<file path="src/rtl/seg_pkg.sv">
package seg_pkg;

  typedef enum logic [2:0] {
    F_NONE  = 3'd0,
    F_NULL  = 3'd1,
    F_RANGE = 3'd2,
    F_PRIV  = 3'd3,
    F_TYPE  = 3'd4,
    F_LIMIT = 3'd5
  } fault_e;

  localparam logic [1:0] ACC_READ  = 2'd0;
  localparam logic [1:0] ACC_WRITE = 2'd1;
  localparam logic [1:0] ACC_EXEC  = 2'd2;

  localparam int SEL_IDX_W = 13;
  localparam int DESC_W    = 58;

  typedef struct packed {
    logic [1:0]  lvl;
    logic [3:0]  kind;
    logic [19:0] limit;
    logic [31:0] base;
  } seg_desc_t;

  // Packed word layout: base 31:0, limit 51:32, type 55:52, level 57:56.
  function automatic seg_desc_t unpack_desc(input logic [DESC_W-1:0] w);
    seg_desc_t d;
    d.base  = w[31:0];
    d.limit = w[51:32];
    d.kind  = w[55:52];
    d.lvl   = w[57:56];
    return d;
  endfunction

  function automatic logic [31:0] lin_sum(input logic [31:0] base,
                                          input logic [31:0] off);
    return base + off;
  endfunction

  function automatic logic priv_ok(input logic [1:0] cpl, input logic [1:0] lvl);
    logic ok;
    unique case (cpl)
      2'd0:    ok = (lvl == 2'd0) || (lvl == 2'd3);
      2'd3:    ok = (lvl == 2'd3);
      default: ok = 1'b0;
    endcase
    return ok;
  endfunction

  function automatic logic type_ok(input logic is_code, input logic rw_flag,
                                   input logic [1:0] acc);
    logic ok;
    unique case (acc)
      ACC_WRITE: ok = !is_code && rw_flag;
      ACC_EXEC:  ok = is_code;
      default:   ok = !is_code || rw_flag;
    endcase
    return ok;
  endfunction

  function automatic logic limit_ok(input logic [31:0] off, input logic [19:0] limit);
    return off <= {12'h000, limit};
  endfunction

endpackage

</file>
<file path="src/rtl/seg_sel_regs.sv">
module seg_sel_regs #(
  parameter int NSEG = 6
) (
  input  logic        clk,
  input  logic        rst_n,
  input  logic        wr_en,
  input  logic [2:0]  wr_idx,
  input  logic [15:0] wr_data,
  input  logic [2:0]  rd_idx,
  output logic [15:0] rd_sel,
  output logic [1:0]  cpl
);

  logic [15:0] sel_q [NSEG];

  for (genvar g = 0; g < NSEG; g++) begin : g_reg
    always_ff @(posedge clk) begin
      if (!rst_n)
        sel_q[g] <= '0;
      else if (wr_en && (wr_idx == 3'(g)))
        sel_q[g] <= wr_data;
    end
  end

  always_comb begin
    rd_sel = '0;
    for (int i = 0; i < NSEG; i++)
      if (rd_idx == 3'(i)) rd_sel = sel_q[i];
  end

  assign cpl = sel_q[0][1:0];

  // privilege only moves on a write to the code register
  a_r10_cpl_stable: assert property (@(posedge clk) disable iff (!rst_n)
    !(wr_en && wr_idx == 3'd0) |=> $stable(cpl));

  a_r10_cpl_load: assert property (@(posedge clk) disable iff (!rst_n)
    (wr_en && wr_idx == 3'd0) |=> cpl == $past(wr_data[1:0]));

endmodule

</file>
<file path="src/rtl/seg_desc_table.sv">
module seg_desc_table import seg_pkg::*; #(
  parameter int NUM_DESC = 8
) (
  input  logic                        clk,
  input  logic                        rst_n,
  input  logic                        wr_en,
  input  logic [$clog2(NUM_DESC)-1:0] wr_idx,
  input  logic [63:0]                 wr_data,
  input  logic [SEL_IDX_W-1:0]        rd_idx,
  output seg_desc_t                   rd_desc,
  output logic                        rd_in_range
);

  localparam int IW = $clog2(NUM_DESC);

  seg_desc_t ent_q [NUM_DESC];
  logic      unused_hi;

  assign unused_hi = ^wr_data[63:DESC_W];

  for (genvar g = 0; g < NUM_DESC; g++) begin : g_ent
    always_ff @(posedge clk) begin
      if (!rst_n)
        ent_q[g] <= '0;
      else if (wr_en && (wr_idx == IW'(g)))
        ent_q[g] <= unpack_desc(wr_data[DESC_W-1:0]);
    end
  end

  assign rd_in_range = ({{(32-SEL_IDX_W){1'b0}}, rd_idx} < 32'(NUM_DESC));

  always_comb begin
    rd_desc = '0;
    for (int i = 0; i < NUM_DESC; i++)
      if (rd_idx == SEL_IDX_W'(i)) rd_desc = ent_q[i];
  end

  // an index past the table never reports in range
  a_r5_range: assert property (@(posedge clk) disable iff (!rst_n)
    (rd_idx >= SEL_IDX_W'(NUM_DESC)) |-> !rd_in_range);

endmodule

</file>
<file path="src/rtl/seg_check.sv">
module seg_check import seg_pkg::*; (
  input  logic [SEL_IDX_W-1:0] sel_idx,
  input  logic                 in_range,
  input  seg_desc_t            desc,
  input  logic [31:0]          offset,
  input  logic [1:0]           acc,
  input  logic [1:0]           cpl,
  output logic                 ev_null,
  output logic                 ev_range,
  output logic                 ev_priv,
  output logic                 ev_type,
  output logic                 ev_limit,
  output fault_e               fault,
  output logic [31:0]          lin
);

  logic unused_kind;
  assign unused_kind = desc.kind[2] ^ desc.kind[0];

  assign ev_null  = (sel_idx == '0);
  assign ev_range = !in_range;
  assign ev_priv  = !priv_ok(cpl, desc.lvl);
  assign ev_type  = !type_ok(desc.kind[3], desc.kind[1], acc);
  assign ev_limit = !limit_ok(offset, desc.limit);

  always_comb begin
    if (ev_null)       fault = F_NULL;
    else if (ev_range) fault = F_RANGE;
    else if (ev_priv)  fault = F_PRIV;
    else if (ev_type)  fault = F_TYPE;
    else if (ev_limit) fault = F_LIMIT;
    else               fault = F_NONE;
  end

  assign lin = (fault == F_NONE) ? lin_sum(desc.base, offset) : 32'h0;

endmodule

</file>
<file path="src/rtl/seg_xlate_unit.sv">
module seg_xlate_unit import seg_pkg::*; #(
  parameter int NUM_DESC = 8
) (
  input  logic                        clk,
  input  logic                        rst_n,
  input  logic                        sel_wr_en,
  input  logic [2:0]                  sel_wr_idx,
  input  logic [15:0]                 sel_wr_data,
  input  logic                        dt_wr_en,
  input  logic [$clog2(NUM_DESC)-1:0] dt_wr_idx,
  input  logic [63:0]                 dt_wr_data,
  input  logic                        req_valid,
  input  logic [2:0]                  req_seg,
  input  logic [31:0]                 req_offset,
  input  logic [1:0]                  req_kind,
  output logic                        rsp_valid,
  output logic [2:0]                  rsp_fault,
  output logic [31:0]                 rsp_lin
);

  logic [15:0]          cur_sel;
  logic [1:0]           cpl;
  logic [SEL_IDX_W-1:0] sel_idx;
  seg_desc_t            desc;
  logic                 in_range;
  logic                 ev_null, ev_range, ev_priv, ev_type, ev_limit;
  fault_e               chk_fault;
  logic [31:0]          chk_lin;
  logic                 unused_rpl;

  seg_sel_regs #(.NSEG(6)) u_sel (
    .clk(clk), .rst_n(rst_n),
    .wr_en(sel_wr_en), .wr_idx(sel_wr_idx), .wr_data(sel_wr_data),
    .rd_idx(req_seg), .rd_sel(cur_sel), .cpl(cpl)
  );

  assign sel_idx    = cur_sel[15:3];
  assign unused_rpl = ^cur_sel[2:0];

  seg_desc_table #(.NUM_DESC(NUM_DESC)) u_tab (
    .clk(clk), .rst_n(rst_n),
    .wr_en(dt_wr_en), .wr_idx(dt_wr_idx), .wr_data(dt_wr_data),
    .rd_idx(sel_idx), .rd_desc(desc), .rd_in_range(in_range)
  );

  seg_check u_chk (
    .sel_idx(sel_idx), .in_range(in_range), .desc(desc),
    .offset(req_offset), .acc(req_kind), .cpl(cpl),
    .ev_null(ev_null), .ev_range(ev_range), .ev_priv(ev_priv),
    .ev_type(ev_type), .ev_limit(ev_limit),
    .fault(chk_fault), .lin(chk_lin)
  );

  always_ff @(posedge clk) begin
    if (!rst_n) begin
      rsp_valid <= 1'b0;
      rsp_fault <= 3'd0;
      rsp_lin   <= 32'h0;
    end else begin
      rsp_valid <= req_valid;
      rsp_fault <= req_valid ? 3'(chk_fault) : 3'd0;
      rsp_lin   <= req_valid ? chk_lin : 32'h0;
    end
  end

  a_r2_valid_follows: assert property (@(posedge clk) disable iff (!rst_n)
    req_valid |=> rsp_valid);

  a_r2_idle_quiet: assert property (@(posedge clk) disable iff (!rst_n)
    !req_valid |=> (!rsp_valid && rsp_fault == 3'd0 && rsp_lin == 32'h0));

  a_r3_sum: assert property (@(posedge clk) disable iff (!rst_n)
    req_valid |=> (rsp_fault != 3'd0 || rsp_lin == $past(desc.base) + $past(req_offset)));

  a_r11_fault_zero: assert property (@(posedge clk) disable iff (!rst_n)
    (rsp_valid && rsp_fault != 3'd0) |-> rsp_lin == 32'h0);

  a_r4_null: assert property (@(posedge clk) disable iff (!rst_n)
    (req_valid && cur_sel[15:3] == 13'h0) |=> rsp_fault == 3'd1);

  a_r6_user_kernel: assert property (@(posedge clk) disable iff (!rst_n)
    (req_valid && !ev_null && in_range && cpl == 2'd3 && desc.lvl == 2'd0)
    |=> rsp_fault == 3'd3);

  a_r8_limit_only: assert property (@(posedge clk) disable iff (!rst_n)
    (req_valid && ev_limit && !ev_null && !ev_range && !ev_priv && !ev_type)
    |=> rsp_fault == 3'd5);

endmodule

</file>
<file path="config.mk">
export PLATFORM = sky130hd
export DESIGN_NAME = seg_xlate_unit
export DESIGN_NICKNAME = d
export VERILOG_FILES = /design/src/rtl/seg_pkg.sv /design/src/rtl/seg_sel_regs.sv /design/src/rtl/seg_desc_table.sv /design/src/rtl/seg_check.sv /design/src/rtl/seg_xlate_unit.sv
export SDC_FILE = /design/constraint.sdc
export NUM_CORES = 1
export LEC_CHECK = 0
export BUFFER_PORTS_ARGS = -buffer_cell sky130_fd_sc_hd__buf_2
export CAP_MARGIN = 30
export CORE_UTILIZATION = 50
export DETAILED_ROUTE_END_ITERATION = 7
export HOLD_SLACK_MARGIN = 0.02
export PLACE_DENSITY = 0.7
export RECOVER_POWER = 25
export SLEW_MARGIN = 20
export SYNTH_ARGS = -nofsm -noshare
export SYNTH_HDL_FRONTEND = slang
export SYNTH_SLANG_ARGS = --single-unit
</file>
<file path="constraint.sdc">
create_clock -name clk -period 4.95 [get_ports clk]
set_clock_uncertainty 0.1 [all_clocks]
set_input_delay 0 -clock clk [delete_from_list [all_inputs] [get_ports clk]]
set_output_delay 0 -clock clk [all_outputs]
set_load 0.1 [all_outputs]
</file>
# Yosys cells after proc, flatten, opt, wreduce, memory -nomap -nowiden
# Memory sizes are Yosys's and may differ from the RTL's.
# Index checks and enable logic that the tools add are counted.
dict set report word_totals {
  wordCells 155
  regBits 36
  memories 2
  ramBits 560
  output_inout_bits 36
  input_bits 128
}
dict set report op_classes {
  n_bitwise 14
  add_sub_neg 1
  n_reduce_logical 27
  muxes 78
  n_eq_ne 28
  order_cmp 2
}
# name words word_bits read_ports rd_clocked_by_memory_dff wr line_no
set mem_list {}
lappend mem_list {u_tab.ent_q 8 58 8 0 8 seg_desc_table.sv:16} ;# seg_desc_t ent_q [NUM_DESC];
lappend mem_list {u_sel.sel_q 6 16 6 0 6 seg_sel_regs.sv:14} ;# logic [15:0] sel_q [NSEG];
# op n
set op_table {}
lappend op_table {{$mux W58} 16}
lappend op_table {{$mux W16} 12}
lappend op_table {{$eq A13 B3 Y1 const B} 4}
lappend op_table {{$mux W1} 43}
lappend op_table {{$add A32 B32 Y32} 1}
lappend op_table {{$le A32 B20 Y1} 1}
lappend op_table {{$eq A13 B2 Y1 const B} 2}
lappend op_table {{$eq A3 B3 Y1 const B} 8}
lappend op_table {{$eq A3 B2 Y1 const B} 6}
lappend op_table {{$logic_and A1 B1 Y1} 15}
lappend op_table {{$mux W3} 5}
lappend op_table {{$or A1 B1 Y1} 14}
lappend op_table {{$eq A13 B1 Y1 const B} 1}
lappend op_table {{$logic_not A13 Y1} 1}
lappend op_table {{$lt A13 B4 Y1 const B} 1}
lappend op_table {{$logic_not A3 Y1} 4}
lappend op_table {{$eq A3 B1 Y1 const B} 3}
lappend op_table {{$eq A2 B2 Y1 const B} 3}
lappend op_table {{$logic_not A2 Y1} 2}
lappend op_table {{$pmux W1 S2} 2}
lappend op_table {{$reduce_and A3 Y1} 1}
lappend op_table {{$eq A2 B1 Y1 const B} 1}
lappend op_table {{$logic_or A1 B1 Y1} 2}
lappend op_table {{$reduce_and A2 Y1} 1}
lappend op_table {{$logic_not A1 Y1} 1}

# Logic depth before layout (Yosys ltp)
# Gate-level depths: netlist of run 1.
dict set report logic_depth {
  depth_word 25
  ltp_mapped 24
  depth_no_buf 20
}

# By module
# Synthesis of run 1 repeated with hierarchy kept, for this count alone.
dict set report hier_totals {
  hier_cells 2333
  hier_area_um2 29320.6
}
# mod area_per_inst_um2 n_inst cells_per_inst seq_area_each_um2
set by_module_without_submodules {}
lappend by_module_without_submodules {seg_desc_table 21236.6 1 1567 13933.4}
lappend by_module_without_submodules {seg_sel_regs 4603.2 1 333 2882.8}
lappend by_module_without_submodules {seg_check 2477.4 1 355 0.0}
lappend by_module_without_submodules {seg_xlate_unit 1003.5 1 78 720.7}

# Worst setup path before layout of run 1
# No wires, ideal clock.
dict set report synth_timing {
  kind {input-to-reg}
  startpoint {input dt_wr_idx[2]}
  endpoint {memory u_tab.ent_q[0][0] (netlist name), enable pin}
  arrival_ps 4328
  setup_ps 554
  setup_slack_ps -32
  required_ps 4296
  path_buffers 0
  stages 2
  path_cell_list {nand2b_1 -> o31ai_1}
}
# element line_no
set synth_rtl {}
lappend synth_rtl {{start: declaration} seg_xlate_unit.sv:10} ;# input logic [$clog2(NUM_DESC)-1:0] dt_wr_idx,
lappend synth_rtl {{end: declaration} seg_desc_table.sv:16}

==> results.md, run 1 <==
- Slowest CP cell: or4_1
- Non-filler cells, final: 3,078
- GPL Wtd Cong: 0.892
- Placeable Area: a little over 50,000 sq um
- Synthesis Warnings: 0
- Post-synthesis sequential area ratio: 64.5%
- Drt total wl: about 74 mm
- Top-Level Pins: 164
- Clock Path Buffers: 3
- Pre-CTS WS: -0.319 ns
- Worst-path clk slew: 0.06 ns
- Initial antenna violation count: 2
- First-pass GRT wire length: about 110 mm
- Vias in the first global route: 18,200
- Initial Util: 50.9%
- Die Height: 229 um
- Worst R2R End: rsp_lin[29]
- CP Data Required Time: 5.36 ns
- Placed cells: around 2,800
- TritonCTS clock tree: built
- R2R setup slack: -0.05 ns
- Crit path kind: register to register
- Port bufs: 154
- Syn_nets: between 2,000 and 2,500
- Post-Syn Area: 25,700 sq um
- FF+latch count, synth: 564
- Failing checks: max-capacitance violations, max-slew violations, negative setup slack
- Post-synth top flop: edfxtp_1
- Final hold vios: 0
- # Max-Cap Violations: 1
- Min Tclk post-route: 5.00 ns
- RSZ-0062 raised after global routing: yes
- Worst setup margin: -0.0475 ns
- CP max stage delay: 0.52 ns
- CP Launch Type: register
- Hold depth: 6
- CTS buffer count: 58
- CP max FO: 11
- FFs w/ async S/R, synth: 0%
- Sink Count: 564
- DP Area: 28,300 sq um
- Min-Delay Path Class: input port to register
- End of the worst hold path: rsp_lin[4]
- Mean number of vias per cell: 5.81
- Worst R2R Start: u_sel.sel_q[0][12]
- Critical path cell sequence: or4_4 > nor4_2 > or4_1 > o211ai_1 > or3_4 > buf_6 > buf_12 > nor2_4 > buf_4 > bufbuf_16 > a22o_1 > a221oi_2 > nand3_2 > ha_4 > or2_4 > a2111oi_4 > buf_4 > or2_2 > o311a_1 > o21ba_4 > nor2_1 > o32ai_2 > xor2_1 > nor2_1
- Die area: 52,300 sq um
- Status: finished with violations
- Period Utilization, post-route: 101%
- Gr ovfl total: 0
- Pwr per Cell Area: 335 nW/um^2
- Post-DP HPWL: 45.0 mm
- Largest net degree at the start of global routing: 57
- Initial drt markers: about 1,800
- Bufs and invs on worst path: 5
- Worst Tran Pin Value: 1.78 ns
- Worst R2R Path Depth: 24
- Syn Area/Cell: 13.1 sq um
- Initial DRT Pass Iterations: 5
- Hold_sp: req_offset[4]
- Die width: between 200 and 250 um
- Synth cell types: 65
- Number of diodes: 0
- Critical Path AT: 5.41 ns
- Worst Setup End Kind: register
- Total number of vias: roughly 18,000
- Final Max Tran Viols: 7
- All-Layer GR Usage: 27.6%
- Peak supply drop: 259 uV
- H-Tree Depth: 2
- Post-synth EDFFs: 528
- Fin area: 32,600 sq um
- Cell row count: 82
- Nets@finish: 2,542
- Top delay family on crit path: compound AO/OA/AOI/OAI gates
- Share of layout cells above drive strength 1: between 20% and 30%
- Hold slack final: 0.0995 ns
- DRC Markers: 0
- Final setup violation count: 5
- Post-DRT Antenna Nets: 0
- Layout area overhead: 26.9%
- CTS root buffer: clkbuf_16
- Fmax: 200 MHz
- Mapped Cells: between 1,500 and 2,000
- Finished Core Util: about 65%
- Clk Latency, worst-skew pair: 0.63 ns
- Lkg Pwr: roughly 12 nW
- Avg WL per Cell: between 20 and 25 um
- Slew HR: -19.8%
[cell families (layout without fill, tap and decap cells)]
logic type / after synthesis / after routing / synth area share [%]
AND/OR/NAND/NOR: 795 / 795 / 18.3
flip-flops: 564 / 564 / 64.5
AO/OA/AOI/OAI: 376 / 376 / 10.9
buffers and inverters: 132 / 574 / 2.19
adder cells (fa/ha/maj): 57 / 57 / 2.80
XOR/XNOR: 27 / 27 / 0.920
multiplexers: 13 / 13 / 0.511
[layer usage]
layer  track usage, %  wire length, um
met4             7.10             1940
met1             36.3            30000
met2             47.5            36400
met3             4.78             5500
met5                0               23
[repair_timing]
item / in CTS / in global routing
endpoints found under the setup margin: 33 / 34
buffers inserted: 11 / 22
pin swaps: 8 / 56
resized for setup: 27 / 136
gates cloned: 3 / 6
hold buffers: 113 / 0
hold endpoints to repair: 627 / 0
[state kept, by name, summed over array words and instances, names as in the netlist]
signal and cells:
u_sel.sel_q 80, rsp_lin 32, rsp_fault 3, u_tab.ent_q 448, rsp_valid 1
[layout make-up]
class | count | area, sq um
fill | 3736 | 17800
tap | 672 | 841
sequential | 564 | 16600
clock buffer | 81 | 1640
inverter | 17 | 66.3
timing repair buffer | 448 | 3800
multi-input combinational | 1268 | 9470
clock inverter | 28 | 245
[cell usage in the layout, fill, tap and decap left out, types with 16 or more instances in the layout]
cell / instances
and2_1: 530
edfxtp_1: 528
buf_2: 153
buf_4: 141
dlygate4sd3_1: 112
a22oi_1: 101
clkbuf_16: 65
a22o_1: 46
nor2_1: 43
nand2_1: 40
ha_1: 39
nand3_1: 36
dfxtp_1: 36
a221oi_1: 32
a21oi_1: 27
buf_12: 24
nor2_4: 20
and3_1: 20
o21ai_0: 18
a221oi_2: 18
inv_1: 16
[synth_stat cells (15+ instances only)]
cell type / instances / share of area [%]
edfxtp_1: 528 / 62
nand2_1: 40 / 0.58
nor2_1: 70 / 1.0
a211oi_1: 17 / 0.50
buf_2: 22 / 0.43
and2_1: 530 / 13
and3_1: 23 / 0.56
nor3_1: 21 / 0.41
a21oi_1: 38 / 0.74
o21ai_0: 39 / 0.76
a22oi_1: 105 / 3.1
ha_1: 56 / 2.7
clkbuf_1: 75 / 1.1
dfxtp_1: 36 / 2.8
a221oi_1: 50 / 1.7
a22o_1: 48 / 1.6
nand3_1: 44 / 0.86
xnor2_1: 15 / 0.51
inv_1: 17 / 0.25
[worst reg2reg max path, delay by kind of cell (launching register included)]
family                   cells  cell delay [ns]
AO/OA/AOI/OAI                7             1.65
AND/OR/NAND/NOR             10             1.60
buffers and inverters        5             0.84
flip-flops                   1             0.32
adder cells (fa/ha/maj)      1             0.22
XOR/XNOR                     1             0.17
[worst max path at each step]
stage                     cells past startpoint  slack, ns               start           endpoint
after global placement                       21      -0.34  u_sel.sel_q[0][12]        rsp_lin[30]
final                                        24      -0.05  u_sel.sel_q[0][12]        rsp_lin[29]
after detailed placement                     21      -0.32  u_sel.sel_q[0][12]        rsp_lin[30]
after global routing                         25      -0.23  u_sel.sel_q[0][12]        rsp_lin[16]
after floorplan                               2       0.06            dt_wr_en  u_tab.ent_q[1][0]
after CTS                                    23      -0.02  u_sel.sel_q[0][12]        rsp_lin[29]
[stage by stage]
step           total power, W  setup TNS [ns]
2_1_floorplan         0.00611               0
3_3_place_gp          0.00646           -4.49
3_5_place_dp          0.00650           -5.07
4_1_cts                0.0109         -0.0384
5_1_grt                0.0112           -4.37
6_report               0.0109          -0.130
[power by group]
group	switching (W)	internal, W	total [W]
clock network	0.00185	0.00252	0.00437
registers	0.0000902	0.00551	0.00560
logic	0.000591	0.000377	0.000968
Note: power is estimated with default switching activity, not from simulation.
==> inputs of run 2 (changes only) <==
CORE_MARGIN = 2   (was default)
CORE_UTILIZATION = 55   (was 50)
GPL_ROUTABILITY_DRIVEN = 0   (was default)
PLACE_DENSITY = 0.76   (was 0.7)
==> run 2 against run 1 <==
Compared with the run above: the run still ends with max-capacitance violations, max-slew violations, negative setup slack left; maximum frequency down 2.1%; critical path type unchanged; critical path depth fell by 3; global-route usage increased by 1.2 points; first-iteration DRC count is 29% higher; sequential power about the same; power decreased by 1.0%.
==> results.md, run 2 (synthesis gave the netlist of run 1 again) <==
- Status: finished with violations
- Failing checks: max-capacitance violations, max-slew violations, negative setup slack
- Worst-path clk slew: 0.06 ns (about the same)
- Initial antenna violation count: 2 (unchanged)
- DRC Markers: 0 (unchanged)
- Total number of vias: 18,300 (+2.1%)
- Fmax: 196 MHz (-2.1%)
- Top reg by flops: u_tab.ent_q
- Nets@finish: 2,554 (+0.47%)
- Pwr per Cell Area: 336 nW/um^2 (+0.19%)
- Finished Core Util: 69.6% (+4.9 points)
- Final Max Tran Viols: 236 (+229)
- Clock Path Buffers: 3 (unchanged)
- Initial DRT Pass Iterations: 6 (+1)
- Mean number of vias per cell: 6.03 (+3.9%)
- Largest net degree at the start of global routing: 57 (unchanged)
- Hold_sp: req_offset[8]
- Final hold vios: 0 (unchanged)
- Most common cell after layout, fill and taps aside: edfxtp_1
- Peak supply drop: 266 uV (+2.8%)
- Most frequent cells in the layout: edfxtp_1 (528), and2_1 (513), buf_2 (148)
- Layout area overhead: 25.4%
- Post-DP HPWL: 43.6 mm (-3.0%)
- Top flop regs: u_tab.ent_q x448, u_sel.sel_q x80, rsp_lin x32
- CP startpoint: u_sel.sel_q[1][11]
- Die width: 220 um (-3.7%)
- CP max FO: 6 (-5)
- # Max-Cap Violations: 6 (+5)
- End of the worst hold path: rsp_lin[9]
- CTS root buffer: clkbuf_16
- Top-Level Pins: 164 (unchanged)
- CP Launch Type: register
- Vias in the first global route: 18,000 (-1.4%)
- Clk Latency, worst-skew pair: 0.62 ns (about the same)
- Worst R2R End: rsp_lin[29]
- Initial drt markers: 2,264 (+29%)
- Non-filler cells, final: 3,025 (-1.7%)
- Die Height: 220 um (-3.7%)
- CP Data Required Time: 5.36 ns (about the same)
- Cell row count: 79 (-3.7%)
- Period Utilization, post-route: 103% (+2.2 points)
- Avg WL per Cell: 24.1 um (+0.46%)
- Worst Tran Pin Value: 4.13 ns (+2.35 ns)
- Slew HR: -176% (-160 points)
- First-pass GRT wire length: 104 mm (-4.6%)
- Gr ovfl total: 0 (unchanged)
- Min Tclk post-route: 5.11 ns (+0.108 ns)
- Sink Count: 564 (unchanged)
- Worst setup margin: -0.156 ns (-0.108 ns)
- Lkg Pwr: 12.2 nW (-0.88%)
- Placed cells: 2,765 (-1.7%)
- TritonCTS clock tree: built
- Crit path kind: register to register
- Initial Util: 55.5% (+4.5 points)
- CTS buffer count: 58 (unchanged)
- Post-DRT Antenna Nets: 0 (unchanged)
- Min-Delay Path Class: input port to register
- Drt total wl: 73.0 mm (-1.3%)
- Final setup violation count: 3 (-2)
- Hold depth: 6 (unchanged)
- Worst R2R Path Depth: 21 (-13%)
- Worst Setup End Kind: register
- Placeable Area: 46,400 sq um (-8.2%)
- R2R setup slack: -0.16 ns (-0.11 ns)
- H-Tree Depth: 2 (unchanged)
- Port bufs: 154 (unchanged)
- Die area: 48,500 sq um (-7.3%)
- Worst R2R Start: u_sel.sel_q[1][11]
- All-Layer GR Usage: 28.9% (+1.2 points)
- Share of layout cells above drive strength 1: 21.6% (-2.0 points)
- Critical Path AT: 5.51 ns (+0.10 ns)
- Max reg flops: 448 (unchanged)
- RSZ-0062 raised after global routing: yes
==> run 2: worst max-delay path, cell delays in order, from the launching register on <==
cell and delay, ns:
edfxtp_1 0.36, or4_4 0.54, nor3_2 0.16, or4_1 0.13
o211ai_1 0.17, or3_4 0.49, buf_6 0.15, nor3_4 0.29
buf_12 0.21, buf_6 0.11, a22oi_1 0.07, nand3_1 0.14
ha_1 0.25, a21o_1 0.19, a221o_1 0.41, a21boi_4 0.19
o311a_4 0.18, o21ba_4 0.15, nor2_4 0.05, o32ai_2 0.35
xor2_1 0.22, nor2_1 0.07
==> run 2: per-stage QoR <==
step                      area, sq um  worst slack [ns]  total power [W]  setup TNS, ns  hold slack [ns]
final                           32200            -0.156           0.0108         -0.227           0.0427
after global routing            32200            -0.327           0.0111          -3.70           0.0888
after CTS                       31400           0.00272           0.0108              0           0.0222
after detailed placement        28400            -0.171          0.00650         -0.950            0.196
after global placement          28300           -0.0678          0.00645         -0.293            0.197
after floorplan                 25700            0.0579          0.00611              0           0.0837
==> run 2: timing repair <==
| item | CTS | global route |
|---|---|---|
| gates resized for setup | 6 | 113 |
| hold buffers | 113 | 0 |
| cloned | 0 | 8 |
| buffers inserted | 0 | 30 |
| pin swaps | 0 | 57 |
| hold endpoints to repair | 605 | 0 |
| setup endpoints to repair | 28 | 33 |
==> run 2: how the worst max path moves through the flow <==
stage | endpoint | slack [ns] | cells past startpoint
after global placement | rsp_lin[30] | -0.07 | 20
after global routing | rsp_lin[29] | -0.33 | 21
after CTS | rsp_lin[30] | 0.003 | 22
after floorplan | u_tab.ent_q[1][0] | 0.06 | 2
after detailed placement | rsp_lin[27] | -0.17 | 21
final | rsp_lin[29] | -0.16 | 21
==> run 2: cell type report <==
cell class | count | area [sq um]
Antenna cell | 2 | 5.00
Clock buffer | 74 | 1610
Clock inverter | 33 | 243
Fill cell | 3061 | 14100
Inverter | 17 | 66.3
Multi-Input combinational cell | 1268 | 9210
Sequential cell | 564 | 16600
Tap cell | 607 | 759
Timing Repair Buffer | 460 | 3780
==> run 2: per-layer routing <==
metal | GRT usage (%) | up-vias | share of wire [%]
met1 | 36.1 | 8921 | 38
met5 | 0 | - | 0.0096
met4 | 11.7 | 2 | 3.7
met3 | 4.78 | 184 | 9.1
met2 | 50.1 | 1013 | 49
li1 | - | 8133 | -
==> run 2: report_power, final <==
group / internal [W] / switching, W
sequential: 0.00552 / 0.0000914
combinational: 0.000365 / 0.000578
clock: 0.00244 / 0.00183
==> inputs of run 3 (changes only) <==
ABC_AREA = 1   (was default)
==> run 3 against run 2 <==
Compared with the run above: the flow finishes with violations (max-capacitance violations, max-slew violations); worst setup slack better by 0.21 ns; combinational power is 27% higher; clock power increased by 2%; worst hold slack better by 0.034 ns; cell count grew 14%; clock-buffer cell count decreased by 3; final area shrank 1.1%; non-clock buffer count decreased by 4; sequential power about the same; global-route usage is 0.83 points higher; critical endpoint is now rsp_lin[13].
==> results.md, run 3 <==
- Pre-CTS WS: -0.270 ns (-0.0995 ns)
- Post-Syn Area: 25,600 sq um (-0.38%)
- Most common cell after layout, fill and taps aside: nor2_1
- Bufs and invs on worst path: 7 (+4)
- Syn_nets: 2,583 (+20%)
- CP Launch Type: register
- Lkg Pwr: 13.0 nW (+6.5%)
- Min Tclk post-route: 4.89 ns (-0.214 ns)
- R2R setup slack: 0.06 ns (+0.21 ns)
- Vias in the first global route: 19,900 (+11%)
- Initial antenna violation count: 0 (-2)
- Commonest cells in the netlist: nor2_1 (632), edfxtp_1 (528), nand2_1 (341)
- Pwr per Cell Area: 350 nW/um^2 (+4.2%)
- Die Height: 220 um (-0.19%)
- Worst Setup End Kind: register
- CP max FO: 8 (+2)
- Fin area: 31,900 sq um (-1.1%)
- Gr ovfl total: 0 (unchanged)
- CP Data Required Time: 5.40 ns (+0.04 ns)
- Combinational share of power: 10.8% (+2.1 points)
- Top-Level Pins: 164 (unchanged)
- Layout area overhead: 24.5%
- Failing checks: max-capacitance violations, max-slew violations
- H-Tree Depth: 2 (unchanged)
- Worst Tran Pin Value: 3.59 ns (-0.544 ns)
- Syn Area/Cell: 10.7 sq um (-18%)
- Area share of the largest cell type after synthesis: 61.9% (+0.24 points)
- Top delay family on crit path: compound AO/OA/AOI/OAI gates
- Post-synthesis sequential area ratio: 64.7% (+0.25 points)
- Drt total wl: 74.6 mm (+2.3%)
- Top flop regs: u_tab.ent_q x448, u_sel.sel_q x80, rsp_lin x32
- DP Area: 28,200 sq um (-0.69%)
- Slowest CP cell: edfxtp_1
- Worst R2R Start: u_sel.sel_q[1][15]
- Critical path depth: 31 (+48%)
- Die area: 48,300 sq um (-0.38%)
- Final Max Tran Viols: 429 (+82%)
- TritonCTS clock tree: built
- Initial DRT Pass Iterations: 8 (+2)
- Sink Count: 564 (unchanged)
- Slew HR: -139% (+36 points)
- Fmax: 204 MHz (+4.4%)
- Clk Latency, worst-skew pair: 0.63 ns (about the same)
- # Max-Cap Violations: 8 (+2)
- Worst R2R Path Depth: 31 (+48%)
- Total Power: 0.0112 W (+3.1%)
- CP max stage delay: 0.36 ns (-0.18 ns)
- First-pass GRT wire length: 109 mm (+4.8%)
- Yosys top cell by area: edfxtp_1
- Post-DP HPWL: 45.7 mm (+4.9%)
- Synth cell types: 53 (-18%)
- Min-Delay Path Class: input port to register
- Fill count: 3,121 (+2.0%)
- Clock Path Buffers: 3 (unchanged)
- Mean number of vias per cell: 5.91 (-2.1%)
- DRC Markers: 0 (unchanged)
- Clock power frac: 38.9% (-0.5 points)
- Avg WL per Cell: 21.6 um (-10%)
- Cell row count: 79 (unchanged)
- Most frequent CP cell: buf_6
- Seq pwr share: 50.3% (-1.6 points)
- Switch share: 24.2% (+1.1 points)
- RSZ-0062 raised after global routing: yes
- Post-synth top flop: edfxtp_1
- CTS buffer count: 58 (unchanged)
- Synthesis Warnings: 0 (unchanged)
- Die width: 220 um (-0.19%)
- Period Utilization, post-route: 98.8% (-4.3 points)
- Crit path kind: register to register
- Nets@finish: 2,986 (+17%)
- Post-synth EDFFs: 528 (unchanged)
- Final setup violation count: 0 (-3)
- Worst setup margin: 0.0586 ns (+0.214 ns)
- Final hold vios: 0 (unchanged)
- Worst R2R End: rsp_lin[13]
- Post-DRT Antenna Nets: 0 (unchanged)
- Share of layout cells above drive strength 1: 20.0% (-1.6 points)
- Net Switching: 0.00270 W (+8.0%)
- Total number of vias: 20,400 (+12%)
- Mapped Cells: 2,398 (+22%)
- Largest net degree at the start of global routing: 57 (unchanged)
- Max reg flops: 448 (unchanged)
- Top reg by flops: u_tab.ent_q
- Placeable Area: 46,300 sq um (-0.21%)
- Critical Path AT: 5.35 ns (-0.16 ns)
- Critical Path Sink: rsp_lin[13]
- Initial Util: 55.4% (-0.095 points)
- Finished Core Util: 69.0% (-0.60 points)
- CTS root buffer: clkbuf_16
- Port bufs: 154 (unchanged)
- FFs w/ async S/R, synth: 0% (unchanged)
- Worst-path clk slew: 0.06 ns (about the same)
- Initial drt markers: 2,520 (+11%)
- Most frequent cell after synthesis: nor2_1
- All-Layer GR Usage: 29.7% (+0.83 points)
- Status: finished with violations
- Most frequent cells in the layout: nor2_1 (627), edfxtp_1 (528), nand2_1 (335)
- FF+latch count, synth: 564 (unchanged)
- Peak supply drop: 330 uV (+24%)
- CP startpoint: u_sel.sel_q[1][15]
- Synth top area cells: edfxtp_1 (62%), nor2_1 (9.3%), nand2_1 (5.0%)
- P_int: 0.00846 W (+1.6%)
run 3: cell count changes in the layout (fill, tap and decap cells not counted), moves of 14 or more:
| cell | before | now |
|---|---|---|
| nor2_4 | 7 | 34 |
| nor2_1 | 62 | 627 |
| and2_0 | 16 | 0 |
| a22o_1 | 48 | 18 |
| a21oi_1 | 29 | 100 |
| inv_1 | 16 | 150 |
| nand2_1 | 40 | 335 |
| a22oi_1 | 101 | 1 |
| nand4_1 | 5 | 41 |
| and2_1 | 513 | 1 |
| nand3_1 | 40 | 83 |
| a211oi_1 | 15 | 1 |
| nand2b_1 | 14 | 0 |
| and3_1 | 18 | 1 |
run 3: timing repair:
item | in CTS | in global routing
hold endpoints to repair | 559 | 0
endpoints found under the setup margin | 30 | 33
hold buffers | 107 | 0
gates cloned | 0 | 5
buffers inserted | 1 | 28
resized for setup | 10 | 128
pin swaps | 1 | 50
run 3: logic make-up (layout without fill, tap and decap cells):
logic type / count (synthesis) / count (layout) / share of synthesized area, %
adder cells (fa/ha/maj): 57 / 57 / 2.81
AO/OA/AOI/OAI: 281 / 281 / 7.18
other: 0 / 1 / 0
buffers and inverters: 278 / 728 / 4.40
flip-flops: 564 / 564 / 64.7
AND/OR/NAND/NOR: 1187 / 1187 / 19.8
XOR/XNOR: 31 / 31 / 1.06
run 3: per-stage QoR:
step,instances,hold WS (ns),TNS (ns)
6_report,3456,0.0767,0
4_1_cts,3422,0.0256,0
5_1_grt,3455,0.0700,-4.89
3_3_place_gp,3204,0.182,0
2_1_floorplan,2398,0.0657,0
3_5_place_dp,3207,0.186,-7.65
run 3: cell type report:
type	count	area [sq um]	area share, %
clock inverters	36	352	1.10
inverters	165	648	2.03
flip-flops and latches	564	16600	52.0
well taps	607	759	2.38
diodes	1	2.50	0.00784
clock buffers	71	1530	4.80
repair buffers	456	3690	11.6
multi-input cells	1556	8340	26.1
run 3: worst min-delay path: stages:
cell	delay, ns
buf_2	0.18
ha_1	0.22
buf_4	0.13
xnor2_1	0.11
nor2_4	0.11
run 3: worst min path at each step:
stage | startpoint | to | slack [ns] | cells past startpoint
final | req_offset[8] | rsp_lin[8] | 0.08 | 5
after detailed placement | req_valid | rsp_valid | 0.19 | 3
after global placement | req_valid | rsp_valid | 0.18 | 3
after floorplan | req_valid | rsp_valid | 0.07 | 2
after global routing | req_offset[8] | rsp_lin[8] | 0.07 | 5
after CTS | dt_wr_idx[2] | u_tab.ent_q[0][205] | 0.03 | 4
run 3: per-layer routing:
layer / share of wire (%) / up-vias / global-route usage [%]
met5: 0 / - / 0
met4: 4.6 / 0 / 13.6
met3: 10 / 253 / 4.36
met2: 49 / 1288 / 49.9
met1: 37 / 9787 / 38.2
li1: - / 9091 / -
run 3: power groups by stage:
stage	sequential [W]	combinational [W]	clock [W]
after global placement	0.00568	0.000988	0
after global routing	0.00563	0.00129	0.00452
final	0.00561	0.00120	0.00434
after detailed placement	0.00570	0.00102	0
after floorplan	0.00571	0.000565	0
after CTS	0.00560	0.00110	0.00435
